**src/rtl/cfgpar_pkg.sv**
```systemverilog
package cfgpar_pkg;
  // Default geometry of the bank
  localparam int unsigned CFG_WORDS  = 6;   // words carrying a row check
  localparam int unsigned WORD_W     = 9;   // bits per stored word
  localparam int unsigned ADDR_W     = 4;   // access address width
  localparam int unsigned PAR_MAXW   = 16;  // widest vector the helper accepts

  // True when the vector holds an odd number of ones
  function automatic logic odd_ones(input logic [PAR_MAXW-1:0] v);
    return ^v;
  endfunction

  // Check bit that makes the given data odd when appended
  function automatic logic make_odd(input logic [PAR_MAXW-1:0] v);
    return ~(^v);
  endfunction
endpackage

```
**src/rtl/cfgpar_store.sv**
```systemverilog
module cfgpar_store
  import cfgpar_pkg::*;
#(
  parameter int unsigned N_CFG = cfgpar_pkg::CFG_WORDS,
  parameter int unsigned W     = cfgpar_pkg::WORD_W,
  parameter int unsigned AW    = cfgpar_pkg::ADDR_W
) (
  input  logic                    clk,
  input  logic                    rst_n,
  input  logic [AW-1:0]           acc_addr,
  input  logic                    wr_en,
  input  logic [W-1:0]            wr_data,
  output logic [W-1:0]            rd_data,
  output logic [(N_CFG+1)*W-1:0]  checked_flat
);
  // words 0..N_CFG-1 configuration, N_CFG column check, N_CFG+1 status
  localparam int unsigned N_WORDS = N_CFG + 2;
  localparam int unsigned IDX_W   = $clog2(N_WORDS);

  logic [W-1:0]     mem [N_WORDS];
  logic             addr_live;
  logic [IDX_W-1:0] idx;

  assign addr_live = (acc_addr < AW'(N_WORDS));
  assign idx       = acc_addr[IDX_W-1:0];

  always_ff @(posedge clk or negedge rst_n) begin
    if (!rst_n) begin
      for (int i = 0; i < int'(N_WORDS); i++) mem[i] <= '0;
    end else if (wr_en && addr_live) begin
      mem[idx] <= wr_data;
    end
  end

  assign rd_data = addr_live ? mem[idx] : '0;

  // Hand the checked words (status excluded) to the checkers
  for (genvar g = 0; g <= N_CFG; g++) begin : g_flat
    assign checked_flat[g*W +: W] = mem[g];
  end

  // The status word leaves the bank only through rd_data
endmodule

```
**src/rtl/cfgpar_row_check.sv**
```systemverilog
module cfgpar_row_check
  import cfgpar_pkg::*;
#(
  parameter int unsigned N_CFG = cfgpar_pkg::CFG_WORDS,
  parameter int unsigned W     = cfgpar_pkg::WORD_W
) (
  input  logic [(N_CFG+1)*W-1:0] checked_flat,
  output logic [N_CFG-1:0]       row_bad
);
  // Only the configuration words carry a row check
  for (genvar r = 0; r < N_CFG; r++) begin : g_row
    logic [W-1:0] word;
    assign word       = checked_flat[r*W +: W];
    assign row_bad[r] = ~odd_ones(PAR_MAXW'(word));
  end

  // The column-check word is deliberately not examined here
  logic unused_top;
  assign unused_top = ^checked_flat[N_CFG*W +: W];
endmodule

```
**src/rtl/cfgpar_col_check.sv**
```systemverilog
module cfgpar_col_check
  import cfgpar_pkg::*;
#(
  parameter int unsigned N_CFG = cfgpar_pkg::CFG_WORDS,
  parameter int unsigned W     = cfgpar_pkg::WORD_W
) (
  input  logic [(N_CFG+1)*W-1:0] checked_flat,
  output logic [W-1:0]           col_bad
);
  localparam int unsigned DEPTH = N_CFG + 1;

  for (genvar c = 0; c < W; c++) begin : g_col
    logic [DEPTH-1:0] slice;
    for (genvar r = 0; r < DEPTH; r++) begin : g_pick
      assign slice[r] = checked_flat[r*W + c];
    end
    assign col_bad[c] = ~odd_ones(PAR_MAXW'(slice));
  end
endmodule

```
**src/rtl/cfgpar_bank.sv**
```systemverilog
module cfgpar_bank
  import cfgpar_pkg::*;
#(
  parameter int unsigned N_CFG = cfgpar_pkg::CFG_WORDS,
  parameter int unsigned W     = cfgpar_pkg::WORD_W,
  parameter int unsigned AW    = cfgpar_pkg::ADDR_W
) (
  input  logic          clk,
  input  logic          rst_n,
  input  logic [AW-1:0] acc_addr,
  input  logic          wr_en,
  input  logic [W-1:0]  wr_data,
  output logic [W-1:0]  rd_data,
  output logic          alert_n
);
  logic [(N_CFG+1)*W-1:0] checked_flat;
  logic [N_CFG-1:0]       row_bad;
  logic [W-1:0]           col_bad;
  logic                   any_row_bad;
  logic                   any_col_bad;

  cfgpar_store #(.N_CFG(N_CFG), .W(W), .AW(AW)) u_store (
    .clk          (clk),
    .rst_n        (rst_n),
    .acc_addr     (acc_addr),
    .wr_en        (wr_en),
    .wr_data      (wr_data),
    .rd_data      (rd_data),
    .checked_flat (checked_flat)
  );

  cfgpar_row_check #(.N_CFG(N_CFG), .W(W)) u_rows (
    .checked_flat (checked_flat),
    .row_bad      (row_bad)
  );

  cfgpar_col_check #(.N_CFG(N_CFG), .W(W)) u_cols (
    .checked_flat (checked_flat),
    .col_bad      (col_bad)
  );

  assign any_row_bad = |row_bad;
  assign any_col_bad = |col_bad;
  assign alert_n     = ~(any_row_bad | any_col_bad);
endmodule

```
**config.mk**
```make
export PLATFORM = sky130hd
export DESIGN_NAME = cfgpar_bank
export DESIGN_NICKNAME = d
export VERILOG_FILES = /design/src/rtl/cfgpar_pkg.sv /design/src/rtl/cfgpar_store.sv /design/src/rtl/cfgpar_row_check.sv /design/src/rtl/cfgpar_col_check.sv /design/src/rtl/cfgpar_bank.sv
export SDC_FILE = /design/constraint.sdc
export NUM_CORES = 1
export LEC_CHECK = 0
export BUFFER_PORTS_ARGS = -buffer_cell sky130_fd_sc_hd__buf_2
export CORE_MARGIN = 2
export CORE_UTILIZATION = 40
export CTS_CLUSTER_SIZE = 25
export DETAILED_ROUTE_END_ITERATION = 10
export SYNTH_ARGS = -nofsm -noshare
export SYNTH_HDL_FRONTEND = slang
export SYNTH_SLANG_ARGS = --single-unit
```
**constraint.sdc**
```tcl
create_clock -name clk -period 2.4 [get_ports clk]
set_input_delay 0.48 -clock clk [delete_from_list [all_inputs] [get_ports clk]]
set_output_delay 0.48 -clock clk [all_outputs]
set_load 0.02 [all_outputs]
```
==> flow_metrics.py, run 1 <==
metrics = {
    "layout": {
        "nets": 435,
        "nFillCells": 927,
        "multi_input_area_um2": 2555,
        "fin_util": 0.5148,
        "syn_to_final_growth_pct": 24.02,
        "regArea_um2": 1805,
        "n_antenna_cell": 0,
        "drive_gt1_frac": 0.4882,
    },
    "clocking": {
        "clk_path_buf_depth": 2,
        "cts_tree": "built",
        "clk_latency_ps": 340,
        "clk_pin_slew_ps": 80,
        "cts_setup_buffers": 0,
        "ctsRootBufferMaster": "clkbuf_8",
        "clock_sinks": 72,
        "htreeDepth": 3,
        "numCtsBuffers": 9,
    },
    "power_and_ir_drop": {
        "power_frac_seq": 0.331,
        "p_clk_frac": 0.182,
        "internal_power_w": 0.003583,
        "power_density_nw_per_um2": 1016,
        "power_switching_w": 0.001867,
        "netSwitchingFraction": 0.3426,
        "p_leak_nw": 2.381,
        "vdd_drop_max_mv": 0.4090,
        "power.total_w": 0.005450,
        "combinationalPowerShare": 0.487,
    },
    "setup_path": {
        "path_buf_inv": 1,
        "cp.arrival_ps": 2280,
        "cp_common_cell": "xnor3_1",
        "critPathMaxStageDelay_ps": 450,
        "cp_top_family": "XOR/XNOR gates",
        "endpoint_kind": "output port",
        "worst-path-max-fanout": 2,
        "worst_ep_required_time_ps": 1920,
        "critical-path-slowest-cell": "xnor3_1",
        "critical_path_class": "flip-flop to output port",
        "cp-start-kind": "flip-flop",
        "worstPathCellList": "xnor3_1 -> xnor3_1 -> nor4_2 -> nand3_1 -> nor4_4 -> buf_4",
    },
    "synthesis": {
        "synth_nets": 350,
        "syn_area_um2": 4324,
        "synth-edff-count": 0,
        "seq_area_frac_synth": 0.4167,
        "yosys_warnings": 0,
        "ys_ff_latch": 72,
        "async_reset_ff_frac": 1.000,
        "syn-instance-count": 334,
        "synth_flop_cell": "dfrtp_1",
        "yosys.cell_types.count": 34,
        "avgSynthCellArea_um2": 12.95,
    },
    "timing": {
        "setup_tns_ps": -356.4,
        "finalCritPeriodShare": 1.148,
        "clock_skew_ps": 0,
        "finalHoldViolCount": 0,
        "period_needed_ps": 2756,
        "slew_headroom": 0.7390,
        "fin_ws_ps": -356.4,
        "fmax_mhz": 362.8,
        "rsz0062_at_grt": "yes",
        "tightest_slew_ps": 391.5,
        "drv_slew": 0,
        "setup_violations": 1,
    },
    "place": {
        "dp_slack_ps": -86.78,
        "dp_hpwl_um": 8202,
        "place.gp.congestion": 0.8482,
        "port_buffers": 25,
    },
    "die": {
        "dieArea_um2": 11660,
        "boundaryPins": 26,
        "core_area_um2": 10420,
        "die_w_um": 108.0,
        "initial_core_util": 0.4151,
        "fp.dieH_um": 108.0,
        "rows": 37,
    },
    "min_path": {
        "holdCritPathClass": "input port to async pin",
    },
    "detailed_routing": {
        "drtAntennaViolNets": 0,
        "vias": 2945,
        "drt-total-wl_um": 11030,
        "dr.pass1.iters": 4,
        "wl_per_cell_um": 19.70,
        "viasPerCell": 5.259,
        "remaining_drc_errors": 0,
        "drt-initial-drc-count": 146,
    },
    "global_routing": {
        "grt-ovfl-total": 0,
        "grt_max_degree": 73,
        "grt_pass1_wl_um": 17430,
        "grt_usage": 0.2027,
        "grt_pass1_vias": 3069,
        "antenna_found_initial": 0,
    },
    "outcome": {
        "status": "finished with violations",
        "violations": "setup timing",
    },
    "flow_run": {
        "maxCapViolCount": 0,
    },
}
## what timing repair did
action,in CTS,in global routing
hold buffers,0,0
pin swaps,4,4
gates cloned,0,0
resized for setup,3,19
setup endpoints to repair,1,8
## metrics by stage
stage	cell area [um^2]	std cells	hold slack, ps
after detailed placement	5062	544	491.8
after CTS	5283	560	155.2
after floorplan	4324	334	184.4
after global routing	5363	560	157.4
after global placement	5062	544	486.0
final	5363	560	141.6
## cells by family after synthesis
group / share of synthesized area
DFF: 0.4167
and+or+nand+nor: 0.05238
buffers and inverters: 0.01331
muxes: 0.2535
AOI/OAI and AO/OA: 0.04138
xor gates and xnor gates: 0.2228
## flip-flops by register name (all words and copies together), names as in the netlist
signal	cells
u_store.checked_flat	63
u_store.mem	9
## layout by cell type, fill, tap and decap left out, types with 3 or more instances in the layout
master	Yosys	final
mux2_2	80	80
dfrtp_1	72	69
buf_4	1	62
xnor2_1	60	57
buf_2	4	21
xnor3_1	14	14
xor2_1	14	13
nor2_1	12	12
nand2_1	10	10
clkbuf_8	0	10
mux4_2	6	6
mux2i_1	6	6
nand3_1	5	5
a21oi_1	5	5
a22oi_1	4	4
nor2b_1	4	3
o22ai_1	3	3
xnor2_2	0	3
dfrtp_2	0	3
## power groups by stage
stage / sequential [W] / combinational (W) / clock (W)
2_1_floorplan: 0.00177 / 0.00186 / 0
3_3_place_gp: 0.00181 / 0.00252 / 0
3_5_place_dp: 0.00182 / 0.00254 / 0
4_1_cts: 0.00180 / 0.00262 / 0.00102
5_1_grt: 0.00185 / 0.00284 / 0.00107
6_report: 0.00181 / 0.00265 / 0.000992
## synth_stat cells (all sizes together), types with 4 or more instances
master,number,share of area
dfrtp,72,0.42
a22oi,4,0.0069
nor3b,4,0.0069
mux2,80,0.21
xor2,14,0.028
a21oi,5,0.0058
nand3,5,0.0058
xnor3,14,0.073
nor2,13,0.012
mux4,6,0.031
nand2,10,0.0087
buf,6,0.0072
xnor2,60,0.12
clkbuf,7,0.0061
nor2b,4,0.0058
mux2i,6,0.014
## area by class of cell
| class | instances | area share |
|---|---|---|
| multi-input cells | 249 | 0.4764 |
| flip-flops and latches | 72 | 0.3367 |
| repair buffers | 87 | 0.1174 |
| well taps | 136 | 0.03173 |
| clock buffers | 10 | 0.02566 |
| clock inverters | 6 | 0.01213 |
## worst reg2reg max path, cell delays in order, from the launching register on
cell and delay, ps:
dfrtp_1 440, buf_4 160, mux2_2 250
## metal layers
layer | GRT usage | share of wire | vias to the layer above | wire (um)
met5 | 0 | 0 | - | 0
met3 | 0.03074 | 0.041 | 16 | 452
met1 | 0.2858 | 0.46 | 1494 | 5116
li1 | - | - | 1366 | -
met4 | 0.07692 | 0.020 | 0 | 216
met2 | 0.3167 | 0.48 | 69 | 5248
## final timing paths
check                           cells past startpoint  slack [ps]                      from                  endpoint
worst max-delay path                                6        -360  u_store.checked_flat[23]                   alert_n
worst min-delay path                                2         140                     rst_n            u_store.mem[3]
worst max register to register                      2        1450  u_store.checked_flat[27]  u_store.checked_flat[27]
worst min register to register                      1         510            u_store.mem[8]            u_store.mem[8]
max in group asynchronous                           2        1940                     rst_n  u_store.checked_flat[34]
min in group clk                                    2         460                wr_data[6]  u_store.checked_flat[33]
(Power assumes the default switching activity.)
==> inputs of run 2 (changes only) <==
- BUFFER_PORTS_ARGS: -buffer_cell sky130_fd_sc_hd__buf_2 -> not set
- CELL_PAD_IN_SITES_DETAIL_PLACEMENT: not set -> 0
- CELL_PAD_IN_SITES_GLOBAL_PLACEMENT: not set -> 1
- DONT_BUFFER_PORTS: not set -> 1
- HOLD_SLACK_MARGIN: not set -> 0.05
- PLACE_DENSITY_LB_ADDON: not set -> 0.1
==> run 2 against run 1 <==
Effect of this change:
- the run still ends with setup timing left
- clock skew unchanged
- combinational power down 6%
- non-clock buffer count down 40
==> flow_metrics.py, run 2 (synthesis gave the netlist of run 1 again) <==
metrics = {
    "power_and_ir_drop": {
        "power_density_nw_per_um2": 1077,
        "p_leak_nw": 2.188,
        "vdd_drop_max_mv": 0.3983,
    },
    "die": {
        "initial_core_util": 0.4151,
        "core_area_um2": 10420,
        "fp.dieH_um": 108.0,
        "dieArea_um2": 11660,
        "die_w_um": 108.0,
        "rows": 37,
        "boundaryPins": 26,
    },
    "setup_path": {
        "worstPathCellList": "xor2_1 -> xnor3_1 -> nor4_2 -> nand3_1 -> nor4_2 -> buf_4",
        "critical-path-slowest-cell": "xnor3_1",
        "cp_common_cell": "nor4_2",
        "endpoint_kind": "output port",
        "critPathMaxStageDelay_ps": 460,
        "cp-start-kind": "flip-flop",
        "cp.arrival_ps": 2340,
        "worst-path-max-fanout": 2,
        "critical_path_class": "flip-flop to output port",
        "worst_ep_required_time_ps": 1920,
    },
    "clocking": {
        "cts_tree": "built",
        "clock_sinks": 72,
        "clk_path_buf_depth": 2,
        "numCtsBuffers": 9,
        "clk_latency_ps": 350,
        "cts_setup_buffers": 0,
        "clk_pin_slew_ps": 80,
        "htreeDepth": 3,
        "ctsRootBufferMaster": "clkbuf_8",
    },
    "global_routing": {
        "grt_pass1_vias": 2853,
        "grt_usage": 0.2125,
        "antenna_found_initial": 0,
        "grt-ovfl-total": 0,
        "grt_pass1_wl_um": 17550,
        "grt_max_degree": 73,
    },
    "timing": {
        "rsz0062_at_grt": "yes",
        "finalCritPeriodShare": 1.175,
        "slew_headroom": 0.5354,
        "tightest_slew_ps": 697.0,
        "setup_violations": 1,
        "drv_slew": 0,
        "fin_ws_ps": -419.9,
        "finalHoldViolCount": 0,
        "fmax_mhz": 354.6,
        "period_needed_ps": 2820,
        "clock_skew_ps": 0,
        "holdWs_ps": 263.2,
    },
    "place": {
        "dp_hpwl_um": 7903,
        "dp.cells": 502,
        "port_buffers": 0,
        "place.gp.congestion": 0.7924,
    },
    "layout": {
        "drive_gt1_frac": 0.3984,
        "largest_reg_flops": 63,
        "nets": 395,
        "syn_to_final_growth_pct": 17.53,
        "final_cell_count_no_fill": 520,
        "nFillCells": 961,
        "final_cell_mix": "80 x mux2_2, 72 x dfrtp_1, 60 x xnor2_1, 45 x buf_4",
        "final_common_cell": "mux2_2",
        "n_antenna_cell": 0,
    },
    "detailed_routing": {
        "viasPerCell": 5.279,
        "drt-initial-drc-count": 62,
        "dr.pass1.iters": 4,
        "drtAntennaViolNets": 0,
        "wl_per_cell_um": 21.63,
        "drt-total-wl_um": 11250,
        "remaining_drc_errors": 0,
        "vias": 2745,
    },
    "outcome": {
        "status": "finished with violations",
        "violations": "setup timing",
    },
    "flow_run": {
        "maxCapViolCount": 0,
    },
    "min_path": {
        "holdCritPathClass": "input port to flip-flop",
    },
}
==> run 2: cell count changes in the layout (fill, tap and decap cells not counted), moves of 3 or more <==
| cell | before | now |
|---|---|---|
| xnor2_1 | 57 | 60 |
| dfrtp_1 | 69 | 72 |
| buf_4 | 62 | 45 |
| xnor2_2 | 3 | 0 |
| dfrtp_2 | 3 | 0 |
| buf_2 | 21 | 0 |
==> run 2: final timing paths <==
| check | startpoint | end | slack, ps | cells after the start |
|---|---|---|---|---|
| worst min register to register | u_store.mem[2] | u_store.mem[2] | 510 | 1 |
| max in group asynchronous | rst_n | u_store.checked_flat[33] | 1410 | 2 |
| worst min-delay path | wr_data[4] | u_store.checked_flat[22] | 260 | 1 |
| worst max register to register | u_store.checked_flat[52] | u_store.checked_flat[52] | 1470 | 2 |
| min in group asynchronous | rst_n | u_store.checked_flat[12] | 700 | 2 |
| worst max-delay path | u_store.checked_flat[59] | alert_n | -420 | 6 |
==> run 2: layout make-up <==
| cell class | instances | area (um^2) | share of cell area |
|---|---|---|---|
| multi-input combinational | 249 | 2481 | 0.4882 |
| clock inverter | 5 | 102.6 | 0.02019 |
| clock buffer | 11 | 151.4 | 0.02979 |
| timing repair buffer | 47 | 375.4 | 0.07386 |
| tap | 136 | 170.2 | 0.03348 |
| sequential | 72 | 1802 | 0.3545 |
==> run 2: what timing repair did <==
| action | in CTS | in global routing |
|---|---|---|
| pin swaps | 1 | 0 |
| hold buffers | 2 | 0 |
| endpoints found under the setup margin | 1 | 1 |
| hold endpoints to repair | 72 | 0 |
| resized for setup | 1 | 0 |
==> run 2: critical path: cells and delay by family, from the launching register on <==
| kind | cells | cell delay, ps |
|---|---|---|
| buffers and inverters | 1 | 200 |
| xor gates and xnor gates | 2 | 630 |
| DFF | 1 | 390 |
| and+or+nand+nor | 3 | 750 |
==> run 2: metal layers <==
metal,track usage,vias up,part of all wire
met1,0.2947,1398,0.47
met3,0.04340,14,0.027
li1,-,1290,-
met2,0.3320,43,0.48
met5,0,-,0
met4,0.07509,0,0.018
==> run 2: report_power, final <==
part	total [W]	switching (W)	internal [W]	leakage (nW)
clock	0.00122	0.000472	0.000745	0.126
sequential	0.00178	0.000285	0.00150	0.883
combinational	0.00248	0.000962	0.00152	1.18
total	0.00548	0.00172	0.00376	2.19
==> run 2: through the flow <==
step | total power [W] | setup slack (ps) | instance area [um^2] | utilization | setup TNS (ps)
after global routing | 0.005806 | -550.9 | 5082 | 0.4879 | -550.9
after CTS | 0.005554 | -470.1 | 5082 | 0.4879 | -470.1
final | 0.005476 | -419.9 | 5082 | 0.4879 | -419.9
after detailed placement | 0.004249 | -124.9 | 4785 | 0.4593 | -124.9
after global placement | 0.004241 | -7.625 | 4785 | 0.4593 | -7.625
after floorplan | 0.003635 | 124.3 | 4324 | - | 0
==> inputs of run 3 (changes only) <==
- SETUP_SLACK_MARGIN: not set -> 0.15
==> run 3 against run 2 <==
Effect of this change:
- the flow still finishes with violations (setup timing)
- largest cell class unchanged
- clock skew unchanged
- sequential share of layout area up 0.43 points
- die area unchanged
- register-to-register slack worse by 20 ps
- worst hold slack better by 0.70 ps
- power down 4.4%
- highest routed layer unchanged
==> flow_metrics.py, run 3 (synthesis gave the netlist of run 1 again) <==
metrics = {
    "outcome": {
        "status": "finished with violations",
        "violations": "setup timing",
    },
    "detailed_routing": {
        "drt-total-wl_um": 11520,
        "viasPerCell": 5.341,
        "drt-initial-drc-count": 143,
        "vias": 2740,
        "remaining_drc_errors": 0,
        "dr.pass1.iters": 4,
        "wl_per_cell_um": 22.45,
        "drtAntennaViolNets": 0,
    },
    "global_routing": {
        "grt_max_degree": 73,
        "grt-ovfl-total": 0,
        "grt_pass1_vias": 2988,
        "grt_usage": 0.2169,
        "grt_pass1_wl_um": 17970,
        "antenna_found_initial": 0,
    },
    "timing": {
        "fmax_mhz": 358.3,
        "setup_tns_ps": -390.6,
        "drv_slew": 0,
        "finalHoldViolCount": 0,
        "clock_skew_ps": 0,
        "setup_violations": 1,
        "rsz0062_at_grt": "yes",
        "tightest_slew_ps": 643.4,
        "slew_headroom": 0.5711,
        "period_needed_ps": 2791,
        "finalCritPeriodShare": 1.163,
        "fin_ws_ps": -390.6,
    },
    "clocking": {
        "clk_pin_slew_ps": 70,
        "cts_setup_buffers": 0,
        "clock_sinks": 72,
        "clk_path_buf_depth": 2,
        "htreeDepth": 3,
        "ctsRootBufferMaster": "clkbuf_8",
        "cts_tree": "built",
        "numCtsBuffers": 9,
        "clk_latency_ps": 360,
    },
    "place": {
        "place.gp.congestion": 0.8110,
        "dp_hpwl_um": 7878,
        "port_buffers": 0,
    },
    "die": {
        "die_w_um": 108.0,
        "dieArea_um2": 11660,
        "initial_core_util": 0.4151,
        "core_area_um2": 10420,
        "boundaryPins": 26,
        "fp.dieH_um": 108.0,
        "rows": 37,
    },
    "layout": {
        "multi_input_area_um2": 2554,
        "fin_util": 0.4820,
        "regArea_um2": 1802,
        "final_cell_mix": "80 x mux2_2, 72 x dfrtp_1, 57 x xnor2_1, 39 x buf_4, 14 x xor2_1",
        "drive_gt1_frac": 0.4085,
        "syn_to_final_growth_pct": 16.12,
        "nFillCells": 934,
        "largest_reg_flops": 63,
        "nets": 390,
        "n_antenna_cell": 0,
        "final_common_cell": "mux2_2",
    },
    "setup_path": {
        "cp.arrival_ps": 2310,
        "worst-path-max-fanout": 2,
        "worst_ep_required_time_ps": 1920,
        "critical_path_class": "flip-flop to output port",
        "critical-path-slowest-cell": "dfrtp_1",
        "worstPathCellList": "xnor3_1 -> xnor3_2 -> nor4_4 -> nand3_2 -> nor4_4 -> buf_4",
        "cp_common_cell": "nor4_4",
        "critPathMaxStageDelay_ps": 380,
        "endpoint_kind": "output port",
        "cp-start-kind": "flip-flop",
    },
    "power_and_ir_drop": {
        "p_leak_nw": 2.150,
        "power_density_nw_per_um2": 1043,
        "vdd_drop_max_mv": 0.4256,
    },
    "min_path": {
        "holdCritPathClass": "input port to flip-flop",
    },
    "flow_run": {
        "maxCapViolCount": 0,
    },
}
## run 3: worst max-delay path, delay by kind of cell, from the launching register on
kind / cells / cell delay [ps]
buffers and inverters: 1 / 190
flip-flops: 1 / 380
AND/OR/NAND/NOR: 3 / 710
XOR/XNOR: 2 / 670
## run 3: timing repair
item / 4_1_cts / 5_1_grt
endpoints found under the hold margin: 72 / 0
setup endpoints to repair: 3 / 2
hold buffers: 2 / 0
resized for setup: 5 / 9
pin swaps: 2 / 1
## run 3: path summary, 6_finish.rpt
| check | startpoint | to | slack [ps] | cells after the start |
|---|---|---|---|---|
| setup reg to reg | u_store.checked_flat[12] | u_store.checked_flat[12] | 1450 | 2 |
| setup / recovery | u_store.checked_flat[5] | alert_n | -390 | 6 |
| hold reg to reg | u_store.mem[5] | u_store.mem[5] | 510 | 1 |
| hold / removal | wr_data[3] | u_store.checked_flat[12] | 260 | 1 |
| min in group asynchronous | rst_n | u_store.checked_flat[12] | 690 | 2 |
| max in group asynchronous | rst_n | u_store.checked_flat[40] | 1390 | 2 |
## run 3: report_power, final
part           switching (W)  internal (W)  total [W]
clock               0.000452      0.000392   0.000844
sequential          0.000305       0.00150    0.00180
combinational        0.00104       0.00155    0.00259
total                0.00180       0.00343    0.00523
## run 3: layout make-up
cell class / count / share of cell area
Sequential cell: 72 / 0.3588
Clock inverter: 1 / 0.0009968
Timing Repair Buffer: 42 / 0.06803
Clock buffer: 13 / 0.02965
Tap cell: 136 / 0.03389
Multi-Input combinational cell: 249 / 0.5086
## run 3: routing by layer
layer / vias to the layer above / GRT usage / wire length (um)
met5: - / 0 / 0
met4: 0 / 0.07875 / 217
met3: 14 / 0.03978 / 309
met1: 1400 / 0.3003 / 5404
met2: 50 / 0.3414 / 5585
li1: 1276 / - / -
## run 3: stage by stage
stage          hold slack, ps  cell area, um^2  power (W)  std cells  setup slack, ps
6_report                263.9             5021   0.005235        513           -390.6
5_1_grt                 248.9             5021   0.005531        513           -510.8
4_1_cts                 245.0             4970   0.005173        513           -428.6
3_5_place_dp            186.9             4756   0.004242        497           -139.0
3_3_place_gp            186.9             4756   0.004227        497           -51.79
2_1_floorplan           184.4             4333   0.003666        334            184.5
